<file path="src/rtl/rrp_pkg.sv">
package rrp_pkg;
  // Ring position p in the doubled search path maps to requester bit p mod n.
  function automatic int ring_bit(input int pos, input int n);
    return pos % n;
  endfunction

  // Position p in the doubled path is armed by owner bit p-1 only in the first lap.
  function automatic bit owner_arms(input int pos, input int n);
    return (pos >= 1) && (pos <= n);
  endfunction
endpackage

</file>
<file path="src/rtl/rrp_arm_chain.sv">
module rrp_arm_chain #(
  parameter int N = 8
) (
  input  logic [N-1:0]   cur_i,
  output logic [2*N-1:0] arm_o
);
  localparam int W = 2 * N;

  // An empty owner vector arms the path from position 0.
  assign arm_o[0] = ~(|cur_i);

  for (genvar p = 1; p < W; p++) begin : g_arm
    if (rrp_pkg::owner_arms(p, N)) begin : g_seed
      assign arm_o[p] = arm_o[p-1] | cur_i[p-1];
    end else begin : g_pass
      assign arm_o[p] = arm_o[p-1];
    end
  end
endmodule

</file>
<file path="src/rtl/rrp_first_hit.sv">
module rrp_first_hit #(
  parameter int N = 8
) (
  input  logic [2*N-1:0] arm_i,
  input  logic [N-1:0]   req_i,
  output logic [2*N-1:0] hit_o
);
  localparam int W = 2 * N;

  logic [W-1:0] taken;

  assign taken[0] = 1'b0;

  for (genvar p = 0; p < W; p++) begin : g_hit
    assign hit_o[p] = arm_i[p] & req_i[rrp_pkg::ring_bit(p, N)] & ~taken[p];
    if (p < W - 1) begin : g_link
      assign taken[p+1] = taken[p] | hit_o[p];
    end
  end
endmodule

</file>
<file path="src/rtl/rrp_fold.sv">
module rrp_fold #(
  parameter int N = 8
) (
  input  logic [2*N-1:0] hit_i,
  output logic [N-1:0]   gnt_o,
  output logic           any_o
);
  for (genvar b = 0; b < N; b++) begin : g_fold
    assign gnt_o[b] = hit_i[b] | hit_i[b+N];
  end

  assign any_o = |gnt_o;
endmodule

</file>
<file path="src/rtl/rrp_hold_reg.sv">
module rrp_hold_reg #(
  parameter int N = 8
) (
  input  logic         clk_i,
  input  logic         rst_ni,
  input  logic         load_i,
  input  logic [N-1:0] d_i,
  output logic [N-1:0] q_o
);
  always_ff @(posedge clk_i or negedge rst_ni) begin
    if (!rst_ni) begin
      q_o <= '0;
    end else if (load_i) begin
      q_o <= d_i;
    end
  end
endmodule

</file>
<file path="src/rtl/rr_next_picker.sv">
module rr_next_picker #(
  parameter int N = 8
) (
  input  logic         clk_i,
  input  logic         rst_ni,
  input  logic [N-1:0] req_i,
  input  logic         advance_i,
  output logic [N-1:0] cur_o,
  output logic [N-1:0] nxt_o,
  output logic         nxt_valid_o
);
  localparam int W = 2 * N;

  logic [W-1:0] arm_path;
  logic [W-1:0] hit_path;
  logic         load_en;

  rrp_arm_chain #(.N(N)) arm_i (
    .cur_i (cur_o),
    .arm_o (arm_path)
  );

  rrp_first_hit #(.N(N)) hit_i (
    .arm_i (arm_path),
    .req_i (req_i),
    .hit_o (hit_path)
  );

  rrp_fold #(.N(N)) fold_i (
    .hit_i (hit_path),
    .gnt_o (nxt_o),
    .any_o (nxt_valid_o)
  );

  assign load_en = advance_i & nxt_valid_o;

  rrp_hold_reg #(.N(N)) own_i (
    .clk_i  (clk_i),
    .rst_ni (rst_ni),
    .load_i (load_en),
    .d_i    (nxt_o),
    .q_o    (cur_o)
  );
endmodule

</file>
<file path="config.mk">
export PLATFORM = sky130hd
export DESIGN_NAME = rr_next_picker
export DESIGN_NICKNAME = d
export VERILOG_FILES = /design/src/rtl/rrp_pkg.sv /design/src/rtl/rrp_arm_chain.sv /design/src/rtl/rrp_first_hit.sv /design/src/rtl/rrp_fold.sv /design/src/rtl/rrp_hold_reg.sv /design/src/rtl/rr_next_picker.sv
export SDC_FILE = /design/constraint.sdc
export NUM_CORES = 1
export LEC_CHECK = 0
export ABC_AREA = 1
export BUFFER_PORTS_ARGS = -buffer_cell sky130_fd_sc_hd__buf_2
export CAP_MARGIN = 40
export CORE_MARGIN = 3
export CORE_UTILIZATION = 25
export CTS_BUF_LIST = sky130_fd_sc_hd__clkbuf_8 sky130_fd_sc_hd__clkbuf_16
export DETAILED_ROUTE_END_ITERATION = 10
export SLEW_MARGIN = 20
export SYNTH_ARGS = -nofsm -noshare
export SYNTH_HDL_FRONTEND = slang
export SYNTH_SLANG_ARGS = --single-unit
</file>
<file path="constraint.sdc">
create_clock -name clk_i -period 4.6 [get_ports clk_i]
set_input_delay 0.92 -clock clk_i [delete_from_list [all_inputs] [get_ports clk_i]]
set_output_delay 0.92 -clock clk_i [all_outputs]
set_load 0.02 [all_outputs]
</file>
==> summary.txt, run 1 <==
STA
  – Slew headroom: between 80 and 90%
  – Pins Over Slew Limit: 0
  – Final period utilization: between 70% and 80%
  – Crit path time final: 3661 ps
  – Max Clk Rate: 0.2732 GHz
  – RSZ-0062 raised after global routing: false
  – Setup TNS: 0 ps
  – Worst slew pin tran: 265.7 ps
  – Final Skew: 0.09466 ps
  – Final count of hold timing violations: 0
  – Setup violations, final: 0
  – PnR worst setup slack: 939.2 ps

Cells and area
  – Share of layout cells above drive strength 1: 36.81%
  – Cell area after layout: a little under 1000 sq um
  – Largest register FFs: 8
  – Regs by FF count: own_i.q_o: 8 flops
  – Synthesis-to-layout area growth: 26.99%
  – Reg with most FFs: own_i.q_o
  – Final nets: 157
  – # diodes: 0
  – Non-filler instance count after layout: approximately 180

Power
  – Clk pwr share: under 10%
  – Sequential power share: 14.5%
  – Max VDD drop: 0.1732 mV
  – Pwr per Cell Area: 820.1 nW/um^2
  – Logic pwr share: between 70% and 80%
  – Final Power: ~0.80 mW
  – Leakage power: 0.5788 nW
  – Switching fraction of total power: a little under three fifths
  – Psw: 0.4542 mW
  – P_int: 0.3471 mW

Floorplanning
  – Width of the die: 61.48 um
  – I/O pin count: 28
  – Number of cell rows: 19
  – Die span in y: 61.48 um
  – Core Area: 2853 sq um
  – Die ar.: 3780 sq um
  – Starting Density: 26.97%

CTS
  – H-tree levels: 1
  – Worst-Skew Late Latency: 220 ps
  – Post-CTS setup buffer count: 0
  – Post-CTS Hold Fix Bufs: 0
  – CTS buffer count: 3
  – CTS root buf: clkbuf_8
  – CTS tree: done
  – TritonCTS sink count: 8
  – Post-CTS sizing: 0
  – Clock buffer depth: 2
  – Clk pin slew, worst setup/hold paths: 40 ps

Status
  – Outcome: completed

Setup path
  – WP data required: 3680 ps
  – CP Capture Type: output pin
  – CP bufs+invs: 3
  – Crit path kind: in -> out
  – CP dominant cell by count: nand2_1
  – Critical Path Max Stage Delay: between 150 and 200 ps
  – Startpoint Class: input port
  – Crit-path max FO: 9
  – R2R depth: 18
  – Crit path depth: 15
  – Cell chain of the critical path: buf_2 > inv_1 > nand2_1 > nand2_1 > nand2_2 > nor2_2 > nand4_2 > nor2_4 > nand4_2 > nor2_4 > nand4_1 > nand2_1 > nor2_2 > nand2_8 > buf_2
  – Top delay family on crit path: simple AND/OR/NAND/NOR gates
  – Crit path DAT: approximately 2700 ps
  – Slowest CP cell: buf_2

Drt
  – Final ANT Viol Nets: 0
  – DR WL/cell: 11.19 um
  – Routed Wire Length: 1.958 mm
  – # DRC: 0
  – Drt pass-1 iters: 4
  – DRT iter0 DRCs: 74
  – Mean number of vias per cell: roughly 4.6
  – Total number of vias: 813

Global routing
  – First-pass GRT wire length: 2.932 mm
  – Number of global-route vias before repair: approximately 670
  – Overflow after GRT: 0
  – Largest net degree at the start of global routing: 10
  – Initial antenna violation count: 0
  – Gr usage total: 10.52%

Placement
  – Placed cell count: ~170
  – Placed cell areas: 935.9 sq um
  – DP HPWL: 1.705 mm
  – Dpl ws: approximately 1000 ps
  – I/O Buffers: 27
  – RD Place Congestion: between 0.8 and 0.9

Run
  – Max cap viols: 0

Synthesis
  – Syn Std Cell Area: 769.5 sq um
  – Area leader, netlist: dfrtp_1
  – Synth Register Bits: 8
  – Post-synthesis sequential area ratio: 26.02%
  – Mean Syn Cell Area: 6.691 sq um
  – Synth top area share: 26.02%
  – Post-synth EDFFs: 0
  – Count leader, synth: nand2_1
  – Top_reg_cell synth: dfrtp_1
  – Synth warn: 0
  – Syn Nets: around 130
  – Top area cells in the synthesized netlist: dfrtp_1 26%, nand2_1 18%, nand3_1 9.8%
  – Synth Instances: 115
  – Synth cell types: 21
  – Top post-synthesis cells by count: 37 x nand2_1, 18 x inv_1, 15 x nand3_1, 8 x dfrtp_1, 8 x nand2_2
  – Asr flop ratio synth: 100.0%

Min path
  – Hold path cells: 2
  – Worst min path class: reg -> reg
-- kinds of logic after synthesis --
group,synth area share [%]
DFF,26.02
buffers and inverters,10.73
AOI/OAI and AO/OA,3.088
and+or+nand+nor,60.16
-- cell type report --
cell class              instances  area (sq um)
fillers                       316          1876
multi-input cells              86         486.7
flip-flops and latches          8         200.2
repair buffers                 27         135.1
inverters                      20         75.07
clock buffers                   3         41.29
well taps                      31         38.79
-- tightest hold or removal path, cell delays in order (launching register included) --
cell and delay, ps:
dfrtp_1 350, nand2_1 60, nand2_1 50
-- placed cells by master (no fill, tap or decap) --
master / n
nor2_4: 5
o21ai_1: 1
nand4_1: 4
a21oi_1: 1
nor2_1: 3
nand3_1: 15
clkinv_1: 1
inv_2: 1
nor2_2: 3
clkbuf_8: 3
inv_1: 18
dfrtp_1: 8
nor3_1: 1
nand3_2: 1
o21ai_0: 1
o21ai_2: 1
nor3b_1: 1
nand4_2: 2
nand2_2: 8
nand2_1: 37
nand2_8: 2
buf_2: 27
-- through the flow --
stage          hold WS (ps)  utilization [%]
2_1_floorplan         593.1                -
3_3_place_gp          481.0            32.81
3_5_place_dp          491.1            32.81
4_1_cts               498.2            34.25
5_1_grt               510.3            34.25
6_report              495.1            34.25
-- routing by layer --
layer / wire [um] / track usage (%) / vias to the layer above
li1: - / - / 422
met1: 879 / 11.98 / 371
met2: 1010 / 19.43 / 20
met3: 69 / 1.887 / 0
met4: 0 / 3.636 / 0
met5: 0 / 0 / -
-- worst paths after layout --
check | from | endpoint | slack (ps)
worst max-delay path | req_i[1] | nxt_valid_o | 940
worst min-delay path | own_i.q_o[7] | own_i.q_o[7] | 500
worst max register to register | own_i.q_o[0] | own_i.q_o[2] | 2150
worst min register to register | own_i.q_o[7] | own_i.q_o[7] | 500
max in group asynchronous | rst_ni | own_i.q_o[1] | 3920
min in group asynchronous | rst_ni | own_i.q_o[6] | 530
-- power groups by stage --
| stage | combinational, mW | sequential (mW) | clock (mW) |
|---|---|---|---|
| floorplan | 0.443 | 0.142 | 0 |
| global placement | 0.606 | 0.116 | 0 |
| detailed placement | 0.613 | 0.117 | 0 |
| CTS | 0.614 | 0.117 | 0.0802 |
| global route | 0.667 | 0.120 | 0.0862 |
| finish | 0.608 | 0.116 | 0.0779 |
(Power assumes the default switching activity.)
==> run 2, diff against run 1 <==
==> constraint.sdc (replaced) <==
create_clock -name clk_i -period 3.58 [get_ports clk_i]
set_input_delay 0.716 -clock clk_i [delete_from_list [all_inputs] [get_ports clk_i]]
set_output_delay 0.716 -clock clk_i [all_outputs]
set_load 0.02 [all_outputs]
==> run 2 against run 1 <==
Compared with the run above:
- clock power up 28%
- final area unchanged
- clock skew up 0.59 ps
- critical path type is now reg -> out
- critical endpoint unchanged
- largest cell class unchanged
==> summary.txt, run 2 (synthesized netlist as in run 1, its figures left out) <==
Status
  – Outcome: completed (unchanged)

Global routing
  – Largest net degree at the start of global routing: 10 (unchanged)
  – Initial antenna violation count: 0 (unchanged)
  – Overflow after GRT: 0 (unchanged)
  – Number of global-route vias before repair: 742 (was 668)
  – First-pass GRT wire length: 3.029 mm (was 2.932 mm)
  – Gr usage total: 10.68% (was 10.52%)

Placement
  – Placed cell areas: 935.9 sq um (unchanged)
  – I/O Buffers: 27 (unchanged)
  – RD Place Congestion: 0.8186 (was 0.8658)
  – DP HPWL: 1.603 mm (was 1.705 mm)

Floorplanning
  – Starting Density: 26.97% (unchanged)
  – Die span in y: 61.48 um (unchanged)
  – I/O pin count: 28 (unchanged)
  – Die ar.: 3780 sq um (unchanged)
  – Core Area: 2853 sq um (unchanged)
  – Width of the die: 61.48 um (unchanged)
  – Number of cell rows: 19 (unchanged)

Cells and area
  – # diodes: 0 (unchanged)
  – Most common cell after layout, fill and taps aside: nand2_1 (unchanged)
  – Share of layout cells above drive strength 1: 36.81% (unchanged)
  – Synthesis-to-layout area growth: 26.99% (unchanged)
  – Post-Route Utilization: 34.25% (unchanged)
  – Cell area after layout: 977.2 sq um (unchanged)
  – Largest register FFs: 8 (unchanged)
  – Final nets: 157 (unchanged)
  – Reg with most FFs: own_i.q_o (unchanged)
  – Commonest non-fill, non-tap cells in the layout: 37 x nand2_1, 27 x buf_2, 18 x inv_1 (unchanged)
  – Regs by FF count: own_i.q_o: 8 flops (unchanged)

CTS
  – CTS buffer count: 3 (unchanged)
  – CTS root buf: clkbuf_8 (unchanged)
  – Post-CTS Hold Fix Bufs: 0 (unchanged)
  – H-tree levels: 1 (unchanged)
  – Worst-Skew Late Latency: 220 ps (about the same)
  – Clk pin slew, worst setup/hold paths: 40 ps (about the same)
  – Post-CTS setup buffer count: 0 (unchanged)
  – CTS tree: done (unchanged)
  – TritonCTS sink count: 8 (unchanged)
  – Post-CTS sizing: 0 (unchanged)
  – Clock buffer depth: 2 (unchanged)

STA
  – Final period utilization: between 80% and 90%
  – Setup violations, final: 0 (unchanged)
  – Pins Over Slew Limit: 0 (unchanged)
  – RSZ-0062 raised after global routing: false (unchanged)
  – Setup TNS: 0 ps (unchanged)
  – Final Skew: 0.6861 ps (was 0.09466 ps)
  – Worst hold slack: 326.0 ps (was 495.1 ps)
  – Max Clk Rate: 0.3160 GHz
  – Worst slew pin tran: 254.0 ps (was 265.7 ps)
  – Crit path time final: 3164 ps
  – Slew headroom: 82.89% (was 82.10%)
  – Final count of hold timing violations: 0 (unchanged)

Power
  – Final Power: 1.013 mW (was 0.8013 mW)
  – Leakage power: 0.5788 nW (unchanged)
  – Logic pwr share: 75.6% (was 75.8%)
  – Sequential power share: 14.5% (about the same)
  – P_int: 0.4462 mW (was 0.3471 mW)
  – Switching fraction of total power: 55.97% (was 56.68%)
  – Pwr per Cell Area: 1037 nW/um^2 (was 820.1 nW/um^2)
  – Clk pwr share: 9.9% (was 9.7%)
  – Psw: 0.5672 mW (was 0.4542 mW)
  – Max VDD drop: 0.2378 mV (was 0.1732 mV)

Setup path
  – Worst r2r dst: own_i.q_o[6] (was own_i.q_o[2])
  – Critical Path Max Stage Delay: 380 ps (was 170 ps)
  – Crit path kind: reg -> out (was in -> out)
  – WP data required: 2860 ps (was 3680 ps)
  – CP Capture Type: output pin (unchanged)
  – Top delay family on crit path: simple AND/OR/NAND/NOR gates (unchanged)
  – R2R depth: 18 (unchanged)
  – Setup slack, reg-to-reg: 1220 ps (was 2150 ps)
  – Crit-path max FO: 9 (unchanged)
  – CP bufs+invs: 2 (was 3)
  – CP dominant cell by count: nor2_4 (was nand2_1)
  – Worst r2r src: own_i.q_o[0] (unchanged)
  – Startpoint Class: flop (was input port)
  – Crit path DAT: 2450 ps (was 2740 ps)
  – Cell chain of the critical path: inv_1 > nand2_2 > nor2_4 > nand2_2 > nor2_2 > nand2_2 > nand2_1 > nand4_2 > nor2_4 > nand4_2 > nor2_4 > o21ai_0 > nand2_1 > nor2_4 > nand2_8 > buf_2 (was buf_2 > inv_1 > nand2_1 > nand2_1 > nand2_2 > nor2_2 > nand4_2 > nor2_4 > nand4_2 > nor2_4 > nand4_1 > nand2_1 > nor2_2 > nand2_8 > buf_2)
  – Slowest CP cell: dfrtp_1 (was buf_2)

Min path
  – Worst min path class: in -> async (was reg -> reg)

Drt
  – DRT iter0 DRCs: 44 (was 74)
  – Total number of vias: 768 (was 813)
  – Final ANT Viol Nets: 0 (unchanged)
  – Drt pass-1 iters: 4 (unchanged)
  – # DRC: 0 (unchanged)
  – Routed Wire Length: 1.768 mm (was 1.958 mm)
  – Mean number of vias per cell: 4.389 (was 4.646)
  – DR WL/cell: 10.10 um (was 11.19 um)

Run
  – Max cap viols: 0 (unchanged)
-- run 2: cell counts in the layout (fill, tap and decap cells not counted) --
No cell type changed its count.
-- run 2: power groups by stage --
stage	clock (mW)	sequential [mW]	combinational, mW
floorplan	0	0.182	0.569
global placement	0	0.147	0.775
detailed placement	0	0.149	0.778
CTS	0.105	0.148	0.780
global route	0.112	0.153	0.860
finish	0.100	0.147	0.766
-- run 2: final cells by class --
type | instances | area, sq um
clock buffers | 3 | 41.29
multi-input cells | 86 | 486.7
well taps | 31 | 38.79
repair buffers | 27 | 135.1
fillers | 325 | 1876
flip-flops and latches | 8 | 200.2
inverters | 20 | 75.07
-- run 2: stage by stage --
step,setup WS (ps),cells
2_1_floorplan,751.0,115
3_3_place_gp,465.3,172
3_5_place_dp,425.3,172
4_1_cts,369.2,175
5_1_grt,123.7,175
6_report,415.5,175
-- run 2: worst max-delay path by stage --
stage                 startpoint           to  slack (ps)  depth (start not counted)
global route        own_i.q_o[0]  nxt_valid_o         120                         16
floorplan               req_i[1]  nxt_valid_o         750                         13
CTS                 own_i.q_o[0]  nxt_valid_o         370                         16
detailed placement      req_i[1]  nxt_valid_o         430                         15
global placement        req_i[0]  nxt_valid_o         470                         15
finish              own_i.q_o[0]  nxt_valid_o         420                         16
-- run 2: per-layer routing --
metal / global-route usage (%) / wire, um
met1: 12.59 / 788
met5: 0 / 0
met2: 18.83 / 891
met4: 4.545 / 10
met3: 1.887 / 77
